File: config.mk
export PLATFORM = sky130hd
export DESIGN_NAME = spi_port
export DESIGN_NICKNAME = d
export VERILOG_FILES = /design/src/rtl/spi_port_pkg.sv /design/src/rtl/spi_sync.sv /design/src/rtl/spi_clk_gen.sv /design/src/rtl/spi_engine.sv /design/src/rtl/spi_port.sv
export SDC_FILE = /design/constraint.sdc
export NUM_CORES = 1
export LEC_CHECK = 0
export ABC_AREA = 1
export BUFFER_PORTS_ARGS = -buffer_cell sky130_fd_sc_hd__buf_2
export CAP_MARGIN = 20
export CORE_MARGIN = 2
export CORE_UTILIZATION = 45
export CTS_CLUSTER_DIAMETER = 150
export DETAILED_ROUTE_END_ITERATION = 10
export PLACE_DENSITY = 0.66
export SLEW_MARGIN = 10
export SYNTH_ARGS = -nofsm -noshare
export SYNTH_HDL_FRONTEND = slang
export SYNTH_SLANG_ARGS = --single-unit
File: constraint.sdc
create_clock -name clk_i -period 2 [get_ports clk_i]
set_input_delay 0.5 -clock clk_i [delete_from_list [all_inputs] [get_ports clk_i]]
set_output_delay 0.5 -clock clk_i [all_outputs]
set_load 0.005 [all_outputs]
File: src/rtl/spi_port_pkg.sv
`timescale 1ns/1ps
package spi_port_pkg;
  typedef enum logic [1:0] {
    CLK_DIV_A = 2'd0,
    CLK_DIV_B = 2'd1,
    CLK_DIV_C = 2'd2,
    CLK_TMR   = 2'd3
  } clk_sel_e;

  localparam int SYNC_STAGES = 2;
endpackage

File: src/rtl/spi_sync.sv
`timescale 1ns/1ps
module spi_sync #(
  parameter int W      = 3,
  parameter int STAGES = 2
) (
  input  logic         clk_i,
  input  logic         rst_ni,
  input  logic [W-1:0] d_i,
  output logic [W-1:0] q_o
);
  logic [STAGES-1:0][W-1:0] st_q;

  for (genvar s = 0; s < STAGES; s++) begin : g_stage
    if (s == 0) begin : g_first
      always_ff @(posedge clk_i or negedge rst_ni)
        if (!rst_ni) st_q[0] <= '0;
        else         st_q[0] <= d_i;
    end else begin : g_next
      always_ff @(posedge clk_i or negedge rst_ni)
        if (!rst_ni) st_q[s] <= '0;
        else         st_q[s] <= st_q[s-1];
    end
  end

  assign q_o = st_q[STAGES-1];
endmodule

File: src/rtl/spi_clk_gen.sv
`timescale 1ns/1ps
module spi_clk_gen
  import spi_port_pkg::*;
#(
  parameter int DIV_A = 4,
  parameter int DIV_B = 16,
  parameter int DIV_C = 64
) (
  input  logic     clk_i,
  input  logic     rst_ni,
  input  logic     en_i,
  input  clk_sel_e sel_i,
  input  logic     tmr_tick_i,
  output logic     tick_o
);
  localparam int HALF_MAX = DIV_C / 2;
  localparam int CW       = (HALF_MAX > 1) ? $clog2(HALF_MAX) : 1;

  logic [CW-1:0] cnt_q, lim;

  always_comb begin
    unique case (sel_i)
      CLK_DIV_A: lim = CW'(DIV_A / 2 - 1);
      CLK_DIV_B: lim = CW'(DIV_B / 2 - 1);
      CLK_DIV_C: lim = CW'(DIV_C / 2 - 1);
      default:   lim = '0;
    endcase
  end

  assign tick_o = en_i & ((sel_i == CLK_TMR) ? tmr_tick_i : (cnt_q == lim));

  always_ff @(posedge clk_i or negedge rst_ni)
    if (!rst_ni)                cnt_q <= '0;
    else if (!en_i || tick_o)   cnt_q <= '0;
    else                        cnt_q <= cnt_q + 1'b1;
endmodule

File: src/rtl/spi_engine.sv
`timescale 1ns/1ps
module spi_engine #(
  parameter int BITS = 8
) (
  input  logic            clk_i,
  input  logic            rst_ni,
  input  logic            master_i,
  input  logic            cpha_i,
  input  logic            smp_i,
  input  logic            load_i,
  input  logic [BITS-1:0] load_data_i,
  input  logic            start_i,
  input  logic            clr_i,
  input  logic            ev_i,
  input  logic            sdi_i,
  output logic            sdo_o,
  output logic            sck_ph_o,
  output logic            busy_o,
  output logic            done_o,
  output logic [BITS-1:0] rx_byte_o
);
  localparam int EDGES = 2 * BITS;
  localparam int KW    = $clog2(EDGES + 1);
  localparam int CW    = $clog2(BITS);
  localparam logic [KW-1:0] K_END  = KW'(EDGES);
  localparam logic [KW-1:0] K_LAST = KW'(EDGES - 1);
  localparam logic [CW-1:0] C_LAST = CW'(BITS - 1);

  logic [KW-1:0]   k_q, k_nxt;
  logic [CW-1:0]   scnt_q;
  logic [BITS-1:0] tx_q, rx_q;
  logic            run_q, ph_q;
  logic            at_end, chg_par, late, sample_ev, shift_ev;

  // k counts serial clock half periods; k == EDGES is the closing tick (master only)
  always_comb begin
    at_end    = (k_q == K_END);
    chg_par   = k_q[0] ^ cpha_i;
    late      = master_i & smp_i;
    sample_ev = ev_i & (late ? ((k_q != '0) & chg_par) : (~at_end & ~chg_par));
    shift_ev  = ev_i & chg_par & (k_q != '0) & (k_q < K_LAST);
    done_o    = sample_ev & (scnt_q == C_LAST);
    rx_byte_o = {rx_q[BITS-2:0], sdi_i};
    if (master_i ? at_end : (k_q == K_LAST)) k_nxt = '0;
    else                                     k_nxt = k_q + 1'b1;
  end

  always_ff @(posedge clk_i or negedge rst_ni) begin
    if (!rst_ni) begin
      k_q    <= '0;
      scnt_q <= '0;
      tx_q   <= '0;
      rx_q   <= '0;
      run_q  <= 1'b0;
      ph_q   <= 1'b0;
    end else begin
      if (clr_i) begin
        k_q    <= '0;
        scnt_q <= '0;
      end else if (start_i) begin
        k_q    <= '0;
        scnt_q <= '0;
        run_q  <= 1'b1;
        ph_q   <= 1'b0;
      end else if (ev_i) begin
        k_q <= k_nxt;
        if (master_i && !at_end) ph_q  <= ~ph_q;
        if (master_i && at_end)  run_q <= 1'b0;
        if (sample_ev) begin
          rx_q   <= rx_byte_o;
          scnt_q <= done_o ? '0 : scnt_q + 1'b1;
        end
      end
      if (load_i)                           tx_q <= load_data_i;
      else if (shift_ev && !clr_i && !start_i) tx_q <= {tx_q[BITS-2:0], 1'b0};
    end
  end

  assign sdo_o    = tx_q[BITS-1];
  assign sck_ph_o = ph_q;
  assign busy_o   = master_i ? run_q : (k_q != '0);
endmodule

File: src/rtl/spi_port.sv
`timescale 1ns/1ps
module spi_port
  import spi_port_pkg::*;
#(
  parameter int BITS  = 8,
  parameter int DIV_A = 4,
  parameter int DIV_B = 16,
  parameter int DIV_C = 64
) (
  input  logic            clk_i,
  input  logic            rst_ni,
  input  logic            master_i,
  input  logic            cpol_i,
  input  logic            cpha_i,
  input  logic            smp_i,
  input  logic            ss_en_i,
  input  logic [1:0]      clk_sel_i,
  input  logic            tmr_tick_i,
  input  logic            wr_i,
  input  logic [BITS-1:0] wdata_i,
  input  logic            rd_i,
  output logic [BITS-1:0] rdata_o,
  input  logic            wcol_clr_i,
  input  logic            irq_clr_i,
  output logic            bf_o,
  output logic            wcol_o,
  output logic            irq_o,
  input  logic            sck_i,
  output logic            sck_o,
  output logic            sck_oe_o,
  input  logic            sdi_i,
  output logic            sdo_o,
  output logic            sdo_oe_o,
  input  logic            ss_ni
);
  logic [2:0] pins_s;
  logic       sck_s, sdi_s, ss_s, sck_prev_q;
  logic       tick, slave_edge, ev, ss_off;
  logic       eng_busy, eng_done, eng_ph, eng_sdi;
  logic       start, load;
  logic [BITS-1:0] eng_rx, rbuf_q;
  logic       bf_q, wcol_q, irq_q;

  spi_sync #(.W(3), .STAGES(SYNC_STAGES)) u_sync (
    .clk_i (clk_i),
    .rst_ni(rst_ni),
    .d_i   ({ss_ni, sdi_i, sck_i}),
    .q_o   (pins_s)
  );
  assign {ss_s, sdi_s, sck_s} = pins_s;

  always_ff @(posedge clk_i or negedge rst_ni)
    if (!rst_ni) sck_prev_q <= 1'b0;
    else         sck_prev_q <= sck_s;

  spi_clk_gen #(.DIV_A(DIV_A), .DIV_B(DIV_B), .DIV_C(DIV_C)) u_clk (
    .clk_i     (clk_i),
    .rst_ni    (rst_ni),
    .en_i      (master_i & eng_busy),
    .sel_i     (clk_sel_e'(clk_sel_i)),
    .tmr_tick_i(tmr_tick_i),
    .tick_o    (tick)
  );

  assign ss_off     = ~master_i & ss_en_i & ss_s;
  assign slave_edge = ~master_i & ~ss_off & (sck_s ^ sck_prev_q);
  assign ev         = master_i ? tick : slave_edge;
  assign load       = wr_i & ~eng_busy;
  assign start      = load & master_i;
  assign eng_sdi    = master_i ? sdi_i : sdi_s;

  spi_engine #(.BITS(BITS)) u_eng (
    .clk_i      (clk_i),
    .rst_ni     (rst_ni),
    .master_i   (master_i),
    .cpha_i     (cpha_i),
    .smp_i      (smp_i),
    .load_i     (load),
    .load_data_i(wdata_i),
    .start_i    (start),
    .clr_i      (ss_off),
    .ev_i       (ev),
    .sdi_i      (eng_sdi),
    .sdo_o      (sdo_o),
    .sck_ph_o   (eng_ph),
    .busy_o     (eng_busy),
    .done_o     (eng_done),
    .rx_byte_o  (eng_rx)
  );

  // set wins over clear on every sticky flag
  always_ff @(posedge clk_i or negedge rst_ni) begin
    if (!rst_ni) begin
      rbuf_q <= '0;
      bf_q   <= 1'b0;
      wcol_q <= 1'b0;
      irq_q  <= 1'b0;
    end else begin
      if (eng_done) rbuf_q <= eng_rx;
      if (eng_done)         bf_q <= 1'b1;
      else if (rd_i)        bf_q <= 1'b0;
      if (eng_done)         irq_q <= 1'b1;
      else if (irq_clr_i)   irq_q <= 1'b0;
      if (wr_i && eng_busy) wcol_q <= 1'b1;
      else if (wcol_clr_i)  wcol_q <= 1'b0;
    end
  end

  assign rdata_o  = rbuf_q;
  assign bf_o     = bf_q;
  assign wcol_o   = wcol_q;
  assign irq_o    = irq_q;
  assign sck_o    = cpol_i ^ eng_ph;
  assign sck_oe_o = master_i;
  assign sdo_oe_o = master_i | ~(ss_en_i & ss_s);
endmodule

==> flow_summary.html <==
<table>
<tr><th>Metric</th><th>Value</th></tr>
<tr><th colspan="2">Synth</th></tr>
<tr><td>Cell type with the largest total area after synthesis</td><td>dfrtp_1</td></tr>
<tr><td>Area share of the leading cell type in the synthesized netlist</td><td>50.00%</td></tr>
<tr><td>Synthesized instance count</td><td>274</td></tr>
<tr><td>Number of distinct standard cells referenced by the synthesized netlist</td><td>26</td></tr>
<tr><td>Post-synthesis area per instance</td><td>8.768 sq um</td></tr>
<tr><td>Part of the Yosys area used for sequential elements</td><td>50.00%</td></tr>
<tr><td>Net Count, Synth</td><td>308</td></tr>
<tr><td>Yosys warning count</td><td>0</td></tr>
<tr><td>Summed instance area of the synthesized netlist</td><td>2402 sq um</td></tr>
<tr><td>Post-synthesis sequential element count</td><td>48</td></tr>
<tr><td>Biggest area contributors in the synthesized netlist</td><td>dfrtp_1 (50%), nand2_1 (15%), nand3_1 (6.0%)</td></tr>
<tr><th colspan="2">Clock network</th></tr>
<tr><td>Later-pin clock latency in the skew report</td><td>0.30 ns</td></tr>
<tr><td>Post-CTS setup buffer count</td><td>0</td></tr>
<tr><td>Clk root buf</td><td>clkbuf_8</td></tr>
<tr><td>Largest buffer count on any clock path</td><td>2</td></tr>
<tr><td>Inserted Clock Buffers</td><td>5</td></tr>
<tr><td>TritonCTS clock tree</td><td>built</td></tr>
<tr><td>Clock sink total</td><td>48</td></tr>
<tr><td>Clock Pin Slew Worst Setup and Hold Paths</td><td>0.08 ns</td></tr>
<tr><td>Count of H-tree levels built during CTS</td><td>2</td></tr>
<tr><th colspan="2">Setup path</th></tr>
<tr><td>Critical path capture point</td><td>rdata_o[0]</td></tr>
<tr><td>Critical R2R Capture</td><td>rdata_o[6]</td></tr>
<tr><td>Cells traversed along the worst timing path</td><td>buf_2, inv_1, ha_1, inv_1, nand3_1, nand2_1, nand3_2, nand2_2, nand2_2, nand2_4, buf_4, nand4_1, nand2_1</td></tr>
<tr><td>Launch point of the worst reg-to-reg path</td><td>u_eng.k_q[0]</td></tr>
<tr><td>Number of cells on the worst reg-to-reg path</td><td>8</td></tr>
<tr><td>Crit-path max FO</td><td>12</td></tr>
<tr><td>Launching instance or port of the critical path</td><td>clk_sel_i[0]</td></tr>
<tr><td>Critical setup path kind</td><td>in2reg</td></tr>
<tr><td>Worst Path Buf+Inv</td><td>4</td></tr>
<tr><td>Largest incremental delay on the critical path</td><td>0.30 ns</td></tr>
<tr><td>Type of element launching the critical path</td><td>primary input</td></tr>
<tr><td>Cell with the biggest individual delay on the critical path</td><td>ha_1</td></tr>
<tr><td>Dominant delay contributor by cell family on the critical path</td><td>simple AND/OR/NAND/NOR gates</td></tr>
<tr><td>Required time reported for the critical path endpoint</td><td>2.24 ns</td></tr>
<tr><td>Endpoint class of the critical path</td><td>flop</td></tr>
<tr><td>Total number of cells along the worst setup path</td><td>13</td></tr>
<tr><td>Arrival time at the worst endpoint</td><td>1.96 ns</td></tr>
<tr><td>Flop-to-flop setup slack</td><td>0.29 ns</td></tr>
<tr><th colspan="2">Finish</th></tr>
<tr><td>Share of final-layout standard cells stronger than drive strength 1</td><td>22.19%</td></tr>
<tr><td>Post-layout nets</td><td>354</td></tr>
<tr><td>Area added between synthesis and finish</td><td>15.73%</td></tr>
<tr><td>Antenna diodes</td><td>0</td></tr>
<tr><th colspan="2">Detailed routing</th></tr>
<tr><td>DRC violation count after routing</td><td>0</td></tr>
<tr><td>Routed length per placed instance</td><td>11.31 um</td></tr>
<tr><td>First-pass detailed-route iteration total</td><td>4</td></tr>
<tr><td>Total vias in the final route</td><td>1,897</td></tr>
<tr><td>Count of antenna-violating nets left after detailed routing</td><td>0</td></tr>
<tr><td>Via density per instance</td><td>4.864</td></tr>
<tr><td>Post-Route WL</td><td>4.411 mm</td></tr>
<tr><td>Number of DRC violations after detailed-routing iteration 0</td><td>125</td></tr>
<tr><th colspan="2">Timing</th></tr>
<tr><td>Hold Fails Final Rpt</td><td>0</td></tr>
<tr><td>Fin Hold WS</td><td>0.1134 ns</td></tr>
<tr><td>Max-slew headroom</td><td>71.66%</td></tr>
<tr><td>Clock period minus final worst setup slack</td><td>1.719 ns</td></tr>
<tr><td>Setup ws final</td><td>0.2808 ns</td></tr>
<tr><td>Setup skew after layout</td><td>0.004356 ns</td></tr>
<tr><td>Fin. max-slew vios</td><td>0</td></tr>
<tr><td>Share of the cycle needed by the critical path after routing</td><td>85.96%</td></tr>
<tr><td>Setup violation total in the final timing report</td><td>0</td></tr>
<tr><td>Unrepaired setup endpoints after global routing</td><td>no</td></tr>
<tr><td>Slew at the pin with the worst max-slew slack</td><td>0.4251 ns</td></tr>
<tr><td>Maximum clock frequency</td><td>581.7 MHz</td></tr>
<tr><th colspan="2">Place</th></tr>
<tr><td>Post-Place Worst Slack</td><td>-0.1367 ns</td></tr>
<tr><td>Buffers on Ports</td><td>39</td></tr>
<tr><td>Final weighted congestion in routability-driven placement</td><td>0.7771</td></tr>
<tr><td>HPWL reported at the end of detailed placement</td><td>3.155 mm</td></tr>
<tr><th colspan="2">Die</th></tr>
<tr><td>Placement row count</td><td>26</td></tr>
<tr><td>Floorplan die area</td><td>5939 sq um</td></tr>
<tr><td>Placeable Area</td><td>5140 sq um</td></tr>
<tr><td>Width of the chip</td><td>77.07 um</td></tr>
<tr><td>Io pins</td><td>40</td></tr>
<tr><td>Effective utilization at floorplan</td><td>46.74%</td></tr>
<tr><td>DIE HEIGHT</td><td>77.07 um</td></tr>
<tr><th colspan="2">Flow run</th></tr>
<tr><td>Reported max-cap violation count</td><td>0</td></tr>
<tr><th colspan="2">GRT</th></tr>
<tr><td>Total global routing track utilization</td><td>16.23%</td></tr>
<tr><td>Maximum number of pins on one net before global-route repair</td><td>33</td></tr>
<tr><td>Total congestion overflow after global routing</td><td>0</td></tr>
<tr><td>Via count of the first global-routing pass</td><td>1,766</td></tr>
<tr><td>Antenna violations before repair</td><td>0</td></tr>
<tr><td>First-pass GRT wire length</td><td>7.845 mm</td></tr>
<tr><th colspan="2">Power</th></tr>
<tr><td>Internal cell power</td><td>1.700 mW</td></tr>
<tr><td>Static leakage</td><td>1.538 nW</td></tr>
<tr><td>Power spent charging and discharging nets</td><td>0.9057 mW</td></tr>
<tr><td>Proportion of power drawn by combinational gates</td><td>29.7%</td></tr>
<tr><td>Sequential power share</td><td>49.7%</td></tr>
<tr><td>Net switching share of the total power</td><td>34.76%</td></tr>
<tr><td>Maximum resistive drop on vdd</td><td>0.4947 mV</td></tr>
<tr><td>Clock share of power</td><td>20.6%</td></tr>
<tr><td>Total power density per cell area</td><td>937.2 nW/um^2</td></tr>
<tr><th colspan="2">Outcome</th></tr>
<tr><td>Outcome</td><td>complete, no violations</td></tr>
<tr><th colspan="2">Min path</th></tr>
<tr><td>Worst min-delay path class</td><td>in2async</td></tr>
</table>
[worst register-to-register path, delay by kind of cell (launching register included)]
family | cells | cell delay, ns
adder cells (fa/ha/maj) | 1 | 0.21
flip-flops | 1 | 0.40
buffers and inverters | 1 | 0.06
AO/OA/AOI/OAI | 1 | 0.37
AND/OR/NAND/NOR | 5 | 0.57
[flip-flops by register name (all words and copies together) (netlist names)]
register / flops
u_eng.sck_ph_o: 1
u_eng.rx_q: 7
irq_o: 1
u_sync.st_q: 3
u_sync.q_o: 3
bf_o: 1
u_clk.cnt_q: 5
u_eng.k_q: 5
sck_prev_q: 1
rdata_o: 8
u_eng.scnt_q: 3
u_eng.tx_q: 8
u_eng.run_q: 1
wcol_o: 1
[cells by family (layout without fill, tap and decap cells)]
logic type,after synthesis,after routing,share of synthesized area (%)
AO/OA/AOI/OAI,11,12,2.708
XOR/XNOR,8,8,2.917
adder cells (fa/ha/maj),9,9,4.688
buffers and inverters,30,75,5.938
flip-flops,48,48,50.00
AND/OR/NAND/NOR,168,168,33.75
[metal layers]
layer,share of wire (%),GRT usage [%]
met1,49,22.54
met2,46,24.91
met3,3.7,3.529
met4,1.5,6.250
met5,0,0
[what timing repair did]
item                                   in CTS  in global routing
gates resized for setup                     1                  0
hold buffers                                0                  0
setup endpoints to repair                  19                  4
cloned                                      0                  1
pin swaps                                   0                  1
endpoints found under the hold margin       0                  0
[cell type report]
class                      instances  area [sq um]
timing repair buffer              45         252.7
tap                               70         87.58
inverter                          23         86.33
multi-input combinational        197          1075
clock inverter                     1         5.005
sequential                        48          1201
clock buffer                       6         72.57
fill                             515          2360
[layout by cell type, fill, tap and decap left out, types with 2 or more instances in the layout]
master,n
nand2_1,98
dfrtp_1,48
buf_2,39
nand3_1,29
inv_1,21
nand4_1,14
nor2_1,11
ha_1,9
o21ai_0,7
xor2_1,6
clkbuf_8,5
buf_4,5
nand2_4,4
nand3_2,3
nand2_2,3
inv_2,2
xnor2_1,2
nand3_4,2
[how the worst min path moves through the flow]
stage,slack (ns),depth (start not counted),from,to
after floorplan,0.20,0,rst_ni,bf_o
after global placement,0.33,0,u_sync.st_q[2],u_sync.q_o[2]
after detailed placement,0.33,0,u_sync.st_q[2],u_sync.q_o[2]
after CTS,0.13,1,rst_ni,u_clk.cnt_q[0]
after global routing,0.14,1,rst_ni,u_clk.cnt_q[0]
final,0.11,1,rst_ni,u_clk.cnt_q[0]
[stage by stage]
stage / cells / TNS, ns / util, % / total power [mW] / cell area (sq um)
2_1_floorplan: 274 / 0 / - / 1.869 / 2402
5_1_grt: 390 / 0 / 54.09 / 2.822 / 2780
6_report: 390 / 0 / 54.09 / 2.606 / 2780
3_5_place_dp: 382 / -1.626 / 52.26 / 2.066 / 2686
3_3_place_gp: 382 / -0.5712 / 52.26 / 2.041 / 2686
4_1_cts: 389 / 0 / 53.92 / 2.621 / 2771
[cell usage after synthesis]
cell and n:
inv_1 21, a21boi_2 1, nand2_2 3, nand3_2 3, xor2_1 6, o21ai_0 7
buf_6 3, nand3b_1 1, ha_1 9, nand2b_4 1, buf_2 3, dfrtp_1 48
buf_4 1, xnor2_1 2, o21ai_2 1, nor2_2 1, inv_2 2, nand3_1 29
o21ai_1 1, a21oi_1 1, nand2_1 98, nand4_2 1, nand3_4 2, nand4_1 14
nand2_4 4, nor2_1 11
[power by group through the flow]
stage | clock, mW | sequential [mW] | combinational (mW)
2_1_floorplan | 0 | 1.29 | 0.581
3_3_place_gp | 0 | 1.31 | 0.730
3_5_place_dp | 0 | 1.31 | 0.752
4_1_cts | 0.561 | 1.30 | 0.764
5_1_grt | 0.590 | 1.32 | 0.909
6_report | 0.536 | 1.29 | 0.775
(Power assumes the default switching activity.)
